[src/rtl/mdio_pkg.sv]
package mdio_pkg;
  localparam int FRAME_LEN  = 64;
  localparam int PRE_LEN    = 32;
  localparam int DRIVE_LEN  = 46;
  localparam int DATA_START = 48;
  localparam int DATA_W     = 16;
  localparam int HALF_W     = 7;

  typedef enum logic [1:0] {
    ENG_IDLE  = 2'd0,
    ENG_FRAME = 2'd1,
    ENG_PULSE = 2'd2
  } eng_state_e;

  typedef struct packed {
    logic [4:0] phy;
    logic [4:0] regn;
    logic [3:0] csr;
    logic       wr;
  } cmd_t;

  // half period of MDC in system clocks for a clock-range code
  function automatic logic [HALF_W-1:0] half_div(input logic [3:0] code);
    case (code)
      4'd0:    half_div = HALF_W'(21);
      4'd1:    half_div = HALF_W'(31);
      4'd2:    half_div = HALF_W'(8);
      4'd3:    half_div = HALF_W'(13);
      4'd4:    half_div = HALF_W'(51);
      default: half_div = HALF_W'(62);
    endcase
  endfunction
endpackage

[src/rtl/mdio_mdc_gen.sv]
module mdio_mdc_gen
  import mdio_pkg::*;
#(
  parameter int CNT_W = HALF_W
) (
  input  logic       clk,
  input  logic       rst_n,
  input  logic       run,
  input  logic [3:0] code,
  output logic       mdc,
  output logic       rise_p,
  output logic       fall_p
);
  logic [CNT_W-1:0] cnt_q, cnt_d, half_m1;
  logic             mdc_q, mdc_d, wrap;

  assign half_m1 = CNT_W'(half_div(code)) - CNT_W'(1);
  assign wrap    = run && (cnt_q == half_m1);
  assign rise_p  = wrap && !mdc_q;
  assign fall_p  = wrap && mdc_q;
  assign mdc     = mdc_q;

  always_comb begin
    cnt_d = cnt_q;
    mdc_d = mdc_q;
    if (!run) begin
      cnt_d = '0;
      mdc_d = 1'b0;
    end else if (wrap) begin
      cnt_d = '0;
      mdc_d = !mdc_q;
    end else begin
      cnt_d = cnt_q + CNT_W'(1);
    end
  end

  always_ff @(posedge clk or negedge rst_n) begin
    if (!rst_n) begin
      cnt_q <= '0;
      mdc_q <= 1'b0;
    end else begin
      cnt_q <= cnt_d;
      mdc_q <= mdc_d;
    end
  end


  mdc_idle_low_chk: assert property (@(posedge clk) disable iff (!rst_n)
    !run |=> !mdc);
endmodule

[src/rtl/mdio_frame_eng.sv]
module mdio_frame_eng
  import mdio_pkg::*;
#(
  parameter int IDX_W = $clog2(FRAME_LEN)
) (
  input  logic              clk,
  input  logic              rst_n,
  input  logic              start_frame,
  input  logic              start_pulse,
  input  cmd_t              cmd,
  input  logic [DATA_W-1:0] wdata,
  input  logic              rise_p,
  input  logic              fall_p,
  input  logic              mdio_i,
  output logic              run,
  output logic              done,
  output logic              mdio_o,
  output logic              mdio_oe,
  output logic [DATA_W-1:0] rdata
);
  eng_state_e             state_q, state_d;
  logic [FRAME_LEN-1:0]   sh_q, sh_d;
  logic [IDX_W-1:0]       idx_q, idx_d;
  logic                   wr_q, wr_d;
  logic [DATA_W-1:0]      cap_q, cap_d;
  logic                   last_bit;

  assign last_bit = (idx_q == IDX_W'(FRAME_LEN - 1));
  assign run      = (state_q != ENG_IDLE);
  assign done     = (state_q == ENG_FRAME) && fall_p && last_bit;
  assign mdio_oe  = (state_q == ENG_FRAME) && (wr_q || (idx_q < IDX_W'(DRIVE_LEN)));
  assign mdio_o   = sh_q[FRAME_LEN-1] && mdio_oe;
  assign rdata    = cap_q;

  always_comb begin
    state_d = state_q;
    sh_d    = sh_q;
    idx_d   = idx_q;
    wr_d    = wr_q;
    cap_d   = cap_q;
    case (state_q)
      ENG_IDLE: begin
        if (start_frame) begin
          state_d = ENG_FRAME;
          idx_d   = '0;
          wr_d    = cmd.wr;
          sh_d    = {{PRE_LEN{1'b1}}, 2'b01,
                     (cmd.wr ? 2'b01 : 2'b10),
                     cmd.phy, cmd.regn, 2'b10,
                     (cmd.wr ? wdata : {DATA_W{1'b1}})};
        end else if (start_pulse) begin
          state_d = ENG_PULSE;
        end
      end
      ENG_FRAME: begin
        if (rise_p && !wr_q && (idx_q >= IDX_W'(DATA_START)))
          cap_d = {cap_q[DATA_W-2:0], mdio_i};
        if (fall_p) begin
          if (last_bit) begin
            state_d = ENG_IDLE;
          end else begin
            idx_d = idx_q + IDX_W'(1);
            sh_d  = {sh_q[FRAME_LEN-2:0], 1'b1};
          end
        end
      end
      ENG_PULSE: begin
        if (fall_p) state_d = ENG_IDLE;
      end
      default: state_d = ENG_IDLE;
    endcase
  end

  always_ff @(posedge clk or negedge rst_n) begin
    if (!rst_n) begin
      state_q <= ENG_IDLE;
      sh_q    <= '0;
      idx_q   <= '0;
      wr_q    <= 1'b0;
      cap_q   <= '0;
    end else begin
      state_q <= state_d;
      sh_q    <= sh_d;
      idx_q   <= idx_d;
      wr_q    <= wr_d;
      cap_q   <= cap_d;
    end
  end


  mdio_hold_chk: assert property (@(posedge clk) disable iff (!rst_n)
    (state_q == ENG_FRAME && !fall_p) |=> $stable(mdio_o));


  pulse_release_chk: assert property (@(posedge clk) disable iff (!rst_n)
    (state_q == ENG_PULSE) |-> !mdio_oe);
endmodule

[src/rtl/mdio_master.sv]
module mdio_master
  import mdio_pkg::*;
(
  input  logic        clk,
  input  logic        rst_n,
  input  logic        reg_we,
  input  logic        reg_sel,
  input  logic [15:0] reg_wdata,
  output logic [15:0] reg_rdata,
  output logic        mdc,
  output logic        mdio_o,
  output logic        mdio_oe,
  input  logic        mdio_i
);
  cmd_t              cmd_q, cmd_d, new_cmd;
  logic [DATA_W-1:0] data_q, data_d, eng_rdata;
  logic              busy, eng_done, cmd_acc, start_frame, start_pulse;
  logic              rise_p, fall_p;

  assign new_cmd     = '{phy: reg_wdata[15:11], regn: reg_wdata[10:6],
                         csr: reg_wdata[5:2], wr: reg_wdata[1]};
  assign cmd_acc     = reg_we && !reg_sel && !busy;
  assign start_frame = cmd_acc && reg_wdata[0];
  assign start_pulse = cmd_acc && (reg_wdata == 16'h0000);

  always_comb begin
    cmd_d  = cmd_q;
    data_d = data_q;
    if (cmd_acc) cmd_d = new_cmd;
    if (reg_we && reg_sel && !busy)
      data_d = reg_wdata;
    else if (eng_done && !cmd_q.wr)
      data_d = eng_rdata;
  end

  always_ff @(posedge clk or negedge rst_n) begin
    if (!rst_n) begin
      cmd_q  <= '0;
      data_q <= '0;
    end else begin
      cmd_q  <= cmd_d;
      data_q <= data_d;
    end
  end

  assign reg_rdata = reg_sel ? data_q
                             : {cmd_q.phy, cmd_q.regn, cmd_q.csr, cmd_q.wr, busy};

  mdio_mdc_gen u_mdc (
    .clk    (clk),
    .rst_n  (rst_n),
    .run    (busy),
    .code   (cmd_q.csr),
    .mdc    (mdc),
    .rise_p (rise_p),
    .fall_p (fall_p)
  );

  mdio_frame_eng u_eng (
    .clk         (clk),
    .rst_n       (rst_n),
    .start_frame (start_frame),
    .start_pulse (start_pulse),
    .cmd         (new_cmd),
    .wdata       (data_q),
    .rise_p      (rise_p),
    .fall_p      (fall_p),
    .mdio_i      (mdio_i),
    .run         (busy),
    .done        (eng_done),
    .mdio_o      (mdio_o),
    .mdio_oe     (mdio_oe),
    .rdata       (eng_rdata)
  );


  data_lock_chk: assert property (@(posedge clk) disable iff (!rst_n)
    (busy && reg_we && reg_sel && !eng_done) |=> $stable(data_q));


  cmd_lock_chk: assert property (@(posedge clk) disable iff (!rst_n)
    (busy && reg_we && !reg_sel) |=> $stable(cmd_q));


  done_clear_chk: assert property (@(posedge clk) disable iff (!rst_n)
    eng_done |=> !busy);


  start_busy_chk: assert property (@(posedge clk) disable iff (!rst_n)
    start_frame |=> busy);
endmodule

[config.mk]
export PLATFORM = sky130hd
export DESIGN_NAME = mdio_master
export DESIGN_NICKNAME = d
export VERILOG_FILES = /design/src/rtl/mdio_pkg.sv /design/src/rtl/mdio_mdc_gen.sv /design/src/rtl/mdio_frame_eng.sv /design/src/rtl/mdio_master.sv
export SDC_FILE = /design/constraint.sdc
export NUM_CORES = 1
export LEC_CHECK = 0
export BUFFER_PORTS_ARGS = -buffer_cell sky130_fd_sc_hd__buf_2
export CORE_MARGIN = 4
export CORE_UTILIZATION = 48
export DETAILED_ROUTE_END_ITERATION = 10
export GPL_TIMING_DRIVEN = 0
export PLACE_DENSITY_LB_ADDON = 0.2
export SKIP_LAST_GASP = 1
export SYNTH_ARGS = -nofsm -noshare
export SYNTH_HDL_FRONTEND = slang
export SYNTH_SLANG_ARGS = --single-unit
export TNS_END_PERCENT = 20
[constraint.sdc]
create_clock -name clk -period 3.89 [get_ports clk]
set_clock_uncertainty 0.05 [all_clocks]
set_input_delay 0.5835 -clock clk [delete_from_list [all_inputs] [get_ports clk]]
set_output_delay 0.5835 -clock clk [all_outputs]
set_load 0.05 [all_outputs]
==> run summary <==
share of the synthesized area in the top cell type: 0.5324
core area: 12160 sq um
Via density: 5.595
Logic pwr share: 0.337
CP Data Arrival Time: 3.79 ns
Unique masters post-synth: 42
Slew headroom: 0.4607
VDD IR max: 0.4186 mV
RSZ-0062 raised after global routing: false
Int Power: 0.003765 W
root buf cell: clkbuf_16
Slew @ Worst Pin: 0.8090 ns
Synth Instances: 615
leakage power: 3.208 nW
All-Layer GR Usage: 0.2120
Worst path slowest cell: or4_4
Vert. Die Dim: 120.0 um
Bufs on Longest Clock Path: 2
port bufs: 38
Num CTS Buffers: 17
Std-Cell Rows: 40
fin crit period: 3.534 ns
Reg power frac: 0.369
Psw: 0.002098 W
pin count of the biggest net entering global routing: 102
initial antenna violation count: 0
yosys warns: 0
Req. time, crit path: 4.15 ns
H-tree depth: 4
crit end category: flop
maxcap violations: 0
CTS tree: built
most used cell, CP: mux2_2
final hold vios: 0
period utilisation layout: 0.9085
clock-pin slew on the worst setup and hold paths: 0.06 ns
first-pass GRT wire length: 24230 um
drt drc: 0
post-synthesis average cell area: 9.782 sq um
clock sinks: 128
Yosys reg bits: 128
share of cells above drive strength 1: 0.1994
Net Sw Frac: 0.3579
synth-to-layout area growth: 18.14%
status: finished, final reports clean
Die X: 120.0 um
top_reg_cell synth: dfrtp_1
CP Cell Sequence: mux2_2 -> or2_2 -> ha_1 -> xnor2_1 -> or4_4 -> nor3_2 -> and2_1 -> buf_2 -> buf_4 -> mux2_2
Final setup viols: 0
Power Dens Cells: 825.0 nW/um^2
most frequent cells in the layout: dfrtp_1, nor3_1, nand2_1
Post-Syn Area: 6016 sq um
Post-Route WL: 14210 um
fmax: 0.2830 GHz
Post-synth EDFFs: 0
syn_nets: 639
worst-skew pair later-pin latency: 0.42 ns
Hold Crit Class: in2reg
die footprint: 14390 sq um
Slew Limit Fails: 0
post-route ant nets: 0
commonest non-fill, non-tap cell in the layout: dfrtp_1
Seq/Total Area, Yosys: 0.5324
Post-synth ARST share: 1.000
Pre-Repair DR Iteration Count: 5
Crit Path Max Fanout: 10
crit-path max cell delay: 0.53 ns
Congestion Overflow GR: 0
n_diodes: 0
Place WS: 0.2612 ns
WS Path Type: reg2reg
Ports: 40
clock power share: 0.294
starting DRC count in detailed routing: 327
Final nets: 698
largest area contributor in the netlist: dfrtp_1
vias in the first global route: 4772
setup_tns: 0 ns
HPWL Detailed: 9921 um
leading cell types by total area after synthesis: dfrtp_1, mux2_2, nor3_1
CP startpoint kind: flop
wire length per cell: 16.62 um
vias after detailed routing: 4784
RePlAce Congestion: 0.8316
setup ws final: 0.3561 ns
Starting Density: 0.4947
layer usage:
metal / part of all wire / vias up / track usage
met3: 0.043 / 15 / 0.04901
met1: 0.46 / 2379 / 0.2852
li1: - / 2279 / -
met5: 0 / - / 0
met4: 0.015 / 0 / 0.07373
met2: 0.48 / 111 / 0.3383
synth_stat cells, types with 2 or more instances:
master,n
o21ai_0,25
mux2i_1,2
and2_1,2
or4_1,2
dfrtp_1,128
nor4_1,6
or2_2,2
nand3b_1,31
and3_1,3
or3_1,2
a31o_2,2
a21oi_1,54
a31oi_1,12
ha_1,3
buf_2,11
xnor2_1,10
clkbuf_1,37
mux2_2,45
nand2_1,55
xor2_1,2
nor2_1,48
and4_1,2
nor3_1,65
nand2b_1,4
inv_1,8
nand3_1,38
stage by stage:
stage	total power (W)	instance area (sq um)	cells	utilization	hold WS, ns
2_1_floorplan	0.003674	6016	615	-	0.2379
3_3_place_gp	0.004058	6416	821	0.5276	0.4118
3_5_place_dp	0.004151	6450	822	0.5304	0.4212
4_1_cts	0.005900	7101	855	0.5838	0.3360
5_1_grt	0.006268	7107	855	0.5844	0.3395
6_report	0.005863	7107	855	0.5844	0.3454
path summary, 6_finish.rpt:
| kind | from | slack, ns | end | cells past startpoint |
|---|---|---|---|---|
| setup / recovery | cmd_q[1] | 0.36 | u_eng.rdata[15] | 10 |
| hold / removal | mdio_i | 0.35 | u_eng.rdata[0] | 2 |
| setup reg to reg | cmd_q[1] | 0.36 | u_eng.rdata[15] | 10 |
| hold reg to reg | u_eng.sh_q[30] | 0.45 | u_eng.sh_q[31] | 2 |
| max in group asynchronous | rst_n | 2.46 | cmd_q[0] | 3 |
| min in group asynchronous | rst_n | 0.55 | u_eng.sh_q[39] | 2 |
logic make-up (layout without fill, tap and decap cells):
logic type / after synthesis / in the layout / share of synthesized area
and+or+nand+nor: 268 / 268 / 0.2273
adders and majority gates: 3 / 3 / 0.006240
buffers and inverters: 58 / 130 / 0.03910
DFF: 128 / 128 / 0.5324
AOI/OAI and AO/OA: 99 / 99 / 0.08985
muxes: 47 / 47 / 0.08756
xor gates and xnor gates: 12 / 12 / 0.01747
power groups by stage:
stage | Sequential (W) | Clock (W) | Combinational, W
floorplan | 0.00210 | 0 | 0.00158
global placement | 0.00215 | 0 | 0.00191
detailed placement | 0.00217 | 0 | 0.00198
CTS | 0.00216 | 0.00175 | 0.00199
global route | 0.00223 | 0.00183 | 0.00221
finish | 0.00216 | 0.00172 | 0.00198
critical path: cells and delay by family, from the launching register on:
kind / cells / cell delay, ns
muxes: 2 / 0.74
buffers and inverters: 2 / 0.41
and+or+nand+nor: 4 / 1.31
xor gates and xnor gates: 1 / 0.13
adders and majority gates: 1 / 0.31
DFF: 1 / 0.47
flip-flops by register name, indices dropped and copies added (netlist names):
name / flops
u_mdc.cnt_q: 7
data_q: 16
u_eng.wr_q: 1
u_mdc.mdc: 1
u_eng.sh_q: 64
u_eng.rdata: 16
cmd_q: 15
u_eng.state_q: 2
u_eng.idx_q: 6
what timing repair did:
| action | CTS | global route |
|---|---|---|
| resized for setup | 0 | 1 |
| hold buffers | 1 | 0 |
| buffers inserted | 0 | 0 |
| endpoints found under the hold margin | 27 | 0 |
| endpoints found under the setup margin | 0 | 15 |
final cells by class:
type | instances | area (sq um)
Fill cell | 1080 | 5055
Sequential cell | 128 | 3203
Multi-Input combinational cell | 429 | 2584
Clock buffer | 17 | 425.4
Timing Repair Buffer | 40 | 234.0
Clock inverter | 15 | 215.2
Tap cell | 168 | 210.2
Buffer | 50 | 205.2
Inverter | 8 | 30.03
(Power assumes the default switching activity.)
